## src/rtl/burst_addr_pkg.sv

```systemverilog
package burst_addr_pkg;
  typedef enum logic [1:0] {
    OP_HOLD  = 2'd0,
    OP_ADV   = 2'd1,
    OP_LOAD  = 2'd2,
    OP_CLEAR = 2'd3
  } addr_op_e;
endpackage

```

## src/rtl/burst_addr_ctrl.sv

```systemverilog
module burst_addr_ctrl
  import burst_addr_pkg::*;
(
  input  logic     ads_ni,
  input  logic     cnt_en_ni,
  input  logic     cnt_rst_ni,
  output addr_op_e op_o
);
  // fixed priority: clear > load > advance > hold
  always_comb begin
    if (!cnt_rst_ni)     op_o = OP_CLEAR;
    else if (!ads_ni)    op_o = OP_LOAD;
    else if (!cnt_en_ni) op_o = OP_ADV;
    else                 op_o = OP_HOLD;
  end
endmodule

```

## src/rtl/burst_addr_cnt.sv

```systemverilog
module burst_addr_cnt
  import burst_addr_pkg::*;
#(
  parameter int ADDR_W = 15
) (
  input  logic              clk_i,
  input  logic              rst_ni,
  input  addr_op_e          op_i,
  input  logic [ADDR_W-1:0] ext_addr_i,
  output logic [ADDR_W-1:0] addr_o,
  output logic              wrap_o
);
  localparam logic [ADDR_W-1:0] TOP_ADDR = {ADDR_W{1'b1}};

  logic [ADDR_W-1:0] addr_q, addr_d;
  logic              wrap_q, wrap_d;

  always_comb begin
    addr_d = addr_q;
    wrap_d = 1'b0;
    unique case (op_i)
      OP_CLEAR: addr_d = '0;
      OP_LOAD:  addr_d = ext_addr_i;
      OP_ADV: begin
        addr_d = addr_q + 1'b1;
        wrap_d = (addr_q == TOP_ADDR);
      end
      default:  addr_d = addr_q;
    endcase
  end

  always_ff @(posedge clk_i or negedge rst_ni) begin
    if (!rst_ni) begin
      addr_q <= '0;
      wrap_q <= 1'b0;
    end else begin
      addr_q <= addr_d;
      wrap_q <= wrap_d;
    end
  end

  assign addr_o = addr_q;
  assign wrap_o = wrap_q;


  wrap_zero_chk: assert property (@(posedge clk_i) disable iff (!rst_ni)
    wrap_o |-> (addr_o == '0));

  wrap_single_chk: assert property (@(posedge clk_i) disable iff (!rst_ni)
    wrap_o |=> !wrap_o);
endmodule

```

## src/rtl/burst_addr_sel.sv

```systemverilog
module burst_addr_sel (
  input  logic clk_i,
  input  logic rst_ni,
  input  logic ce0_ni,
  input  logic ce1_i,
  output logic sel_o
);
  logic sel_q;

  always_ff @(posedge clk_i or negedge rst_ni) begin
    if (!rst_ni) sel_q <= 1'b0;
    else         sel_q <= !ce0_ni && ce1_i;
  end

  assign sel_o = sel_q;
endmodule

```

## src/rtl/burst_addr_gen.sv

```systemverilog
module burst_addr_gen
  import burst_addr_pkg::*;
#(
  parameter int ADDR_W = 15
) (
  input  logic              clk_i,
  input  logic              rst_ni,
  input  logic [ADDR_W-1:0] ext_addr_i,
  input  logic              ads_ni,
  input  logic              cnt_en_ni,
  input  logic              cnt_rst_ni,
  input  logic              ce0_ni,
  input  logic              ce1_i,
  output logic [ADDR_W-1:0] addr_o,
  output logic              sel_o,
  output logic              wrap_o
);
  localparam logic [ADDR_W-1:0] TOP_ADDR = {ADDR_W{1'b1}};

  addr_op_e op;

  burst_addr_ctrl u_ctrl (
    .ads_ni     (ads_ni),
    .cnt_en_ni  (cnt_en_ni),
    .cnt_rst_ni (cnt_rst_ni),
    .op_o       (op)
  );

  burst_addr_cnt #(.ADDR_W(ADDR_W)) u_cnt (
    .clk_i      (clk_i),
    .rst_ni     (rst_ni),
    .op_i       (op),
    .ext_addr_i (ext_addr_i),
    .addr_o     (addr_o),
    .wrap_o     (wrap_o)
  );

  // select is registered apart from the counter; it never gates the counter
  burst_addr_sel u_sel (
    .clk_i  (clk_i),
    .rst_ni (rst_ni),
    .ce0_ni (ce0_ni),
    .ce1_i  (ce1_i),
    .sel_o  (sel_o)
  );


  clear_prio_chk: assert property (@(posedge clk_i) disable iff (!rst_ni)
    !cnt_rst_ni |=> (addr_o == '0));

  load_chk: assert property (@(posedge clk_i) disable iff (!rst_ni)
    (cnt_rst_ni && !ads_ni) |=> (addr_o == $past(ext_addr_i)));

  advance_chk: assert property (@(posedge clk_i) disable iff (!rst_ni)
    (cnt_rst_ni && ads_ni && !cnt_en_ni) |=> (addr_o == $past(addr_o) + 1'b1));

  hold_chk: assert property (@(posedge clk_i) disable iff (!rst_ni)
    (cnt_rst_ni && ads_ni && cnt_en_ni) |=> $stable(addr_o));

  wrap_set_chk: assert property (@(posedge clk_i) disable iff (!rst_ni)
    (cnt_rst_ni && ads_ni && !cnt_en_ni && addr_o == TOP_ADDR) |=> wrap_o);

  sel_chk: assert property (@(posedge clk_i) disable iff (!rst_ni)
    (!ce0_ni && ce1_i) |=> sel_o);
endmodule

```

## config.mk

```make
export PLATFORM = sky130hd
export DESIGN_NAME = burst_addr_gen
export DESIGN_NICKNAME = d
export VERILOG_FILES = /design/src/rtl/burst_addr_pkg.sv /design/src/rtl/burst_addr_ctrl.sv /design/src/rtl/burst_addr_cnt.sv /design/src/rtl/burst_addr_sel.sv /design/src/rtl/burst_addr_gen.sv
export SDC_FILE = /design/constraint.sdc
export NUM_CORES = 1
export LEC_CHECK = 0
export BUFFER_PORTS_ARGS = -buffer_cell sky130_fd_sc_hd__buf_2
export CAP_MARGIN = 5
export CORE_MARGIN = 1.5
export CORE_UTILIZATION = 47
export CTS_BUF_LIST = sky130_fd_sc_hd__clkbuf_4 sky130_fd_sc_hd__clkbuf_8 sky130_fd_sc_hd__clkbuf_16
export CTS_CLUSTER_SIZE = 28
export DETAILED_ROUTE_END_ITERATION = 6
export PLACE_DENSITY = 0.81
export SLEW_MARGIN = 25
export SYNTH_ARGS = -nofsm -noshare
export SYNTH_HDL_FRONTEND = slang
export SYNTH_SLANG_ARGS = --single-unit
```

## constraint.sdc

```tcl
create_clock -name clk_i -period 1.9 [get_ports clk_i]
set_input_delay 0.38 -clock clk_i [delete_from_list [all_inputs] [get_ports clk_i]]
set_output_delay 0.38 -clock clk_i [all_outputs]
set_load 0.01 [all_outputs]
```

---- Yosys cells after proc, flatten, opt, wreduce, memory -nomap -nowiden ----
Index checks and enable logic that the tools add are counted.
operators by class
  add/sub/neg operators ................... 1
  div/mod/pow operators ................... 0
  reductions and logical operators ........ 3
  bitwise gates (word level) .............. 0
  $lt $le $gt $ge ......................... 0
  equality and inequality tests ........... 4
  mux-type cells .......................... 5
  shift operators ......................... 0
  multipliers ............................. 0
operator list
  cell                                            number
  one-hot mux 15 bit (3 select lines)             1
  adder 15 x 1 -> 15 bit (second input constant)  1
  == test 15 bit (second input constant)          1
  == test 2 bit (second input constant)           2
  2-to-1 mux 2 bit                                2
  nonzero test 3 bit                              1
  == test 2 x 1 -> 1 bit (second input constant)  1
  2-to-1 mux 1 bit                                2
  logical AND 1 bit                               1
  logical NOT 1 bit                               1
word-level totals
  word-level logic and storage cells ...... 16
  ROM bits ................................ 0
  latch bits .............................. 0
  register bits ........................... 17
  memories ................................ 0
  input bits .............................. 22
  bits in writable memories ............... 0

---- Logic depth before layout (Yosys ltp) ----
  depth in word-level cells ............... 5
  mapped depth ............................ 5

---- Cells and area by module ----
Synthesis repeated with hierarchy kept, for this count alone.
second synthesis, totals
  cell total of the unflattened synthesis .. 130
  area, all modules ....................... 1126.1 um2
by module, submodules not included
  module           cells each  times used  area an instance (um2)
  burst_addr_cnt   125         1           1071.0
  burst_addr_sel   2           1           38.8
  burst_addr_ctrl  3           1           16.3

---- Worst setup path before layout ----
No wires, ideal clock.
  path kind ............................... register to register
  start point ............................. reg u_cnt.addr_q[0], in the netlist u_cnt.addr_o[0]
  end point ............................... reg u_cnt.addr_q[6], in the netlist u_cnt.addr_o[6]
  path slack .............................. 487 ps
  arrival time ............................ 1313 ps
  stages on the path, launching flop included .. 5
  buffers on the path ..................... 0
  library setup time ...................... 99 ps
  cells stage by stage .................... dfrtp_1 ha_1 nand3b_1 or3_1 a311oi_1
between the ends
  cells in the longest elaborated chain, start to end .. 2
ends and longest elaborated chain
  item                                 line                  text
  start: declaration                   burst_addr_cnt.sv:15  logic [ADDR_W-1:0] addr_q, addr_d;
  start signal: assignment             burst_addr_cnt.sv:37  addr_q <= addr_d;
  adder 15 x 1 -> 15 bit               burst_addr_cnt.sv:25  addr_d = addr_q + 1'b1;
  one-hot mux 15 bit (3 select lines)  burst_addr_cnt.sv:21  unique case (op_i)
No other way between the ends.
A chain may end at the register's enable or synchronous reset.

---- Worst setup path in the final report ----
Same ends and word-level chain as after synthesis.

==> metrics.md <==
| Metric | Value |
|---|---|
| Status | `complete, no violations` |
| Number of global-route vias before repair | `roughly 740` |
| Endpoint kind of the worst setup timing path | `register` |
| Largest net degree at the start of global routing | `32` |
| EDFF count, synth | `0` |
| Synth top cells by count | `17 x sky130_fd_sc_hd__dfrtp_1, 11 x sky130_fd_sc_hd__o21ai_0, 10 x sky130_fd_sc_hd__nor2_1, 10 x sky130_fd_sc_hd__xnor2_1, 9 x sky130_fd_sc_hd__a21oi_1` |
| # nets final | `between 150 and 200` |
| Filler cell count | `between 150 and 200` |
| Max H-tree Level | `1` |
| Internal reg-to-reg setup slack | `320 ps` |
| Period utilization | `between 80% and 90%` |
| Mean instance size in the synthesized netlist | `between 9 and 10 um^2` |
| Share of synthesized cell area in and, or, nand and nor gates | `about a quarter` |
| Kind of launch point of the worst setup path | `register` |
| Post-Synth Adder-Cell Area | `1.31%` |
| Post-Synth XOR/XNOR Area | `a little over a tenth` |
| Ratio of cells with drive above 1 in the final layout | `between 30% and 40%` |
| Area growth from synthesis to layout | `25.7%` |
| Multiplexer fraction of the synthesized cell area | `~2.1%` |
| Fin area | `between 0.001 and 0.0015 mm^2` |
| Share of the synthesized area in the top cell type | `roughly 44%` |
| Initial standard-cell utilization of the core | `49.4%` |
| Most area-consuming cells after synthesis | `sky130_fd_sc_hd__dfrtp_1 44%, sky130_fd_sc_hd__xnor2_1 9.1%, sky130_fd_sc_hd__o21ai_0 5.7%` |
| Cell count after synthesis | `slightly below 100` |
| Number of inserted diodes | `0` |
| Final hold violation count | `0` |
| Depth of the worst register-to-register path | `4` |
| Startpoint-to-endpoint class of the critical path | `register to register` |
| Most repeated cell in the gate-level netlist after synthesis | `sky130_fd_sc_hd__dfrtp_1` |
| Number of primary I/O pins | `39` |
| Initial antenna violation count | `0` |
| DRC | `0` |
| Die outline area | `between 0.002 and 0.0025 mm^2` |
| Number of placement rows | `16` |
| Synth area leader | `sky130_fd_sc_hd__dfrtp_1` |
| Port bufs | `38` |
| Transition time at the pin with the least slew margin | `471 ps` |
| Number of maximum-capacitance violations | `0` |
| Top_reg_cell synth | `sky130_fd_sc_hd__dfrtp_1` |
| Latest clock arrival within the worst-skew pair | `approximately 300 ps` |
| Final Hold Slack | `214 ps` |
| Overall power | `0.754 mW` |
| Synth async-reset ratio | `100%` |
| Count of pins over their slew limit | `0` |
| Slew headroom | `between 60% and 70%` |
| Accumulated negative setup slack | `0 ps` |
| Core area | `slightly below 0.002 mm^2` |
| FMAX | `~0.63 GHz` |
| Unrepaired setup endpoints after global routing | `false` |
| Combinational family with the most area after synthesis | `simple AND/OR/NAND/NOR gates` |
| Maximum fanout along the worst path | `4` |
| Routed via count divided by cell count | `approximately 5.4` |
| Global-route wire length before repair | `around 3.2 mm` |
| Buffer cell driving the clock tree root | `sky130_fd_sc_hd__clkbuf_4` |
| Total iterations of the first detailed-routing run | `4` |
| Arrival time at the worst endpoint | `approximately 1800 ps` |
| Number of nets with antenna violations after routing | `0` |
| Peak ir drop on the vdd network | `between 0.4 and 0.5 mV` |
| Placed Instance Area | `between 0.001 and 0.0015 mm^2` |
| Overall via count from detail_route | `a little under 900` |
| Count of final setup violators | `0` |
| Area fraction in compound gates after synthesis | `between 10 and 15%` |
| Remaining Overflow, GRT | `0` |
| Final weighted congestion in routability-driven placement | `between 0.7 and 0.8` |
| Placed wire-length estimate after detailed placement | `1.53 mm` |
| Maximum clock insertion buffer count | `2` |
| CTS clock-pin slew for the worst setup and hold paths | `about 100 ps` |
| Clock skew | `1.05 ps` |
| Buffer count from post-CTS setup fixing | `0` |
| Global-route usage over all layers | `around 20%` |
| CTS tree | `yes` |
| Count of routing violations after the opening detailed-route iteration | `9` |
| Height of the die | `~48 um` |
| Clock sink count | `17` |
| Minimum clock period after layout | `approximately 1600 ps` |
| Cell Area, Synth | `roughly 960 um^2` |
| Chip width | `48.2 um` |
| Yosys warns | `0` |
| Hold crit path type | `primary input to register` |
| Leakage power of the design | `approximately 0.55 nW` |
| Worst Path Required | `about 2100 ps` |
| Power density over the cells | `approximately 630 mW/mm^2` |
| Net count after synthesis | `about 120` |
| Hold Path Stages | `2` |
| Detail-routed net length per standard cell | `between 10 and 15 um` |
| Register bit total from synthesis | `17` |
| Number of distinct library cells after synthesis | `24` |
| Sequential area share after synthesis | `~44%` |
| CTS buffer count | `3` |
| Total wirelength of the detailed-routed design | `2.10 mm` |
cell usage in the layout (no fill, tap or decap), types with 3 or more instances in the layout:
| cell type | count |
|---|---|
| sky130_fd_sc_hd__buf_2 | 38 |
| sky130_fd_sc_hd__dfrtp_1 | 17 |
| sky130_fd_sc_hd__o21ai_0 | 11 |
| sky130_fd_sc_hd__nor2_1 | 10 |
| sky130_fd_sc_hd__xnor2_1 | 10 |
| sky130_fd_sc_hd__a21oi_1 | 9 |
| sky130_fd_sc_hd__nand2_1 | 4 |
| sky130_fd_sc_hd__nand3_1 | 4 |
| sky130_fd_sc_hd__a211oi_1 | 4 |
| sky130_fd_sc_hd__nor2b_1 | 3 |
| sky130_fd_sc_hd__inv_1 | 3 |
| sky130_fd_sc_hd__nor4_2 | 3 |
| sky130_fd_sc_hd__clkbuf_4 | 3 |
power by group:
part | internal [mW] | leakage (nW) | switching, mW
sequential | 0.384 | 0.221 | 0.0351
clock | 0.0787 | 0.0177 | 0.123
combinational | 0.0632 | 0.310 | 0.0695
logic make-up (layout without fill, tap and decap cells):
logic type / count (synthesis) / after routing
AOI/OAI and AO/OA: 25 / 25
xor gates and xnor gates: 12 / 12
adders and majority gates: 1 / 1
buffers and inverters: 7 / 46
DFF: 17 / 17
muxes: 2 / 2
and+or+nand+nor: 34 / 34
per-layer routing:
layer  vias to the layer above  part of all wire, %  GRT usage [%]
met5                         -                    0              0
met4                         0                  2.1           12.4
met3                         7                  5.5           2.59
met2                        32                   48           31.1
met1                       414                   45           26.6
li1                        428                    -              -
metrics by stage:
stage               cells  utilization (%)  setup slack [ps]
finish                164             62.0               322
CTS                   164             62.0               376
detailed placement    159             60.1               407
floorplan              98                -               487
global placement      159             60.1               444
global route          164             62.0               266
worst paths after layout:
check | to | from
max | u_cnt.addr_o[6] | u_cnt.addr_o[0]
min | u_sel.sel_o | ce0_ni
max in group asynchronous | u_cnt.addr_o[6] | rst_ni
max reg2reg | u_cnt.addr_o[6] | u_cnt.addr_o[0]
min reg2reg | u_cnt.wrap_o | u_cnt.addr_o[14]
min in group asynchronous | u_cnt.addr_o[11] | rst_ni
worst max-delay path: stages, from the launching register on:
cell and delay (ps):
sky130_fd_sc_hd__dfrtp_1 470, sky130_fd_sc_hd__ha_1 250, sky130_fd_sc_hd__nand3b_1 110, sky130_fd_sc_hd__or3_1 330, sky130_fd_sc_hd__a311oi_1 320
area by class of cell:
cell class | instances | area [um^2] | share of cell area [%]
inverter | 3 | 11.3 | 0.935
clock inverter | 1 | 5.00 | 0.415
timing repair buffer | 39 | 200 | 16.6
sequential | 17 | 425 | 35.3
tap | 27 | 33.8 | 2.80
clock buffer | 3 | 22.5 | 1.87
multi-input combinational | 74 | 507 | 42.1
state kept, by name (all words and copies together) (netlist names):
name	flops
u_sel.sel_o	1
u_cnt.addr_o	15
u_cnt.wrap_o	1
timing repair:
item	in CTS	in global routing
resized for setup	0	0
endpoints found under the hold margin	17	0
hold buffers	1	0
(Power assumes the default switching activity.)
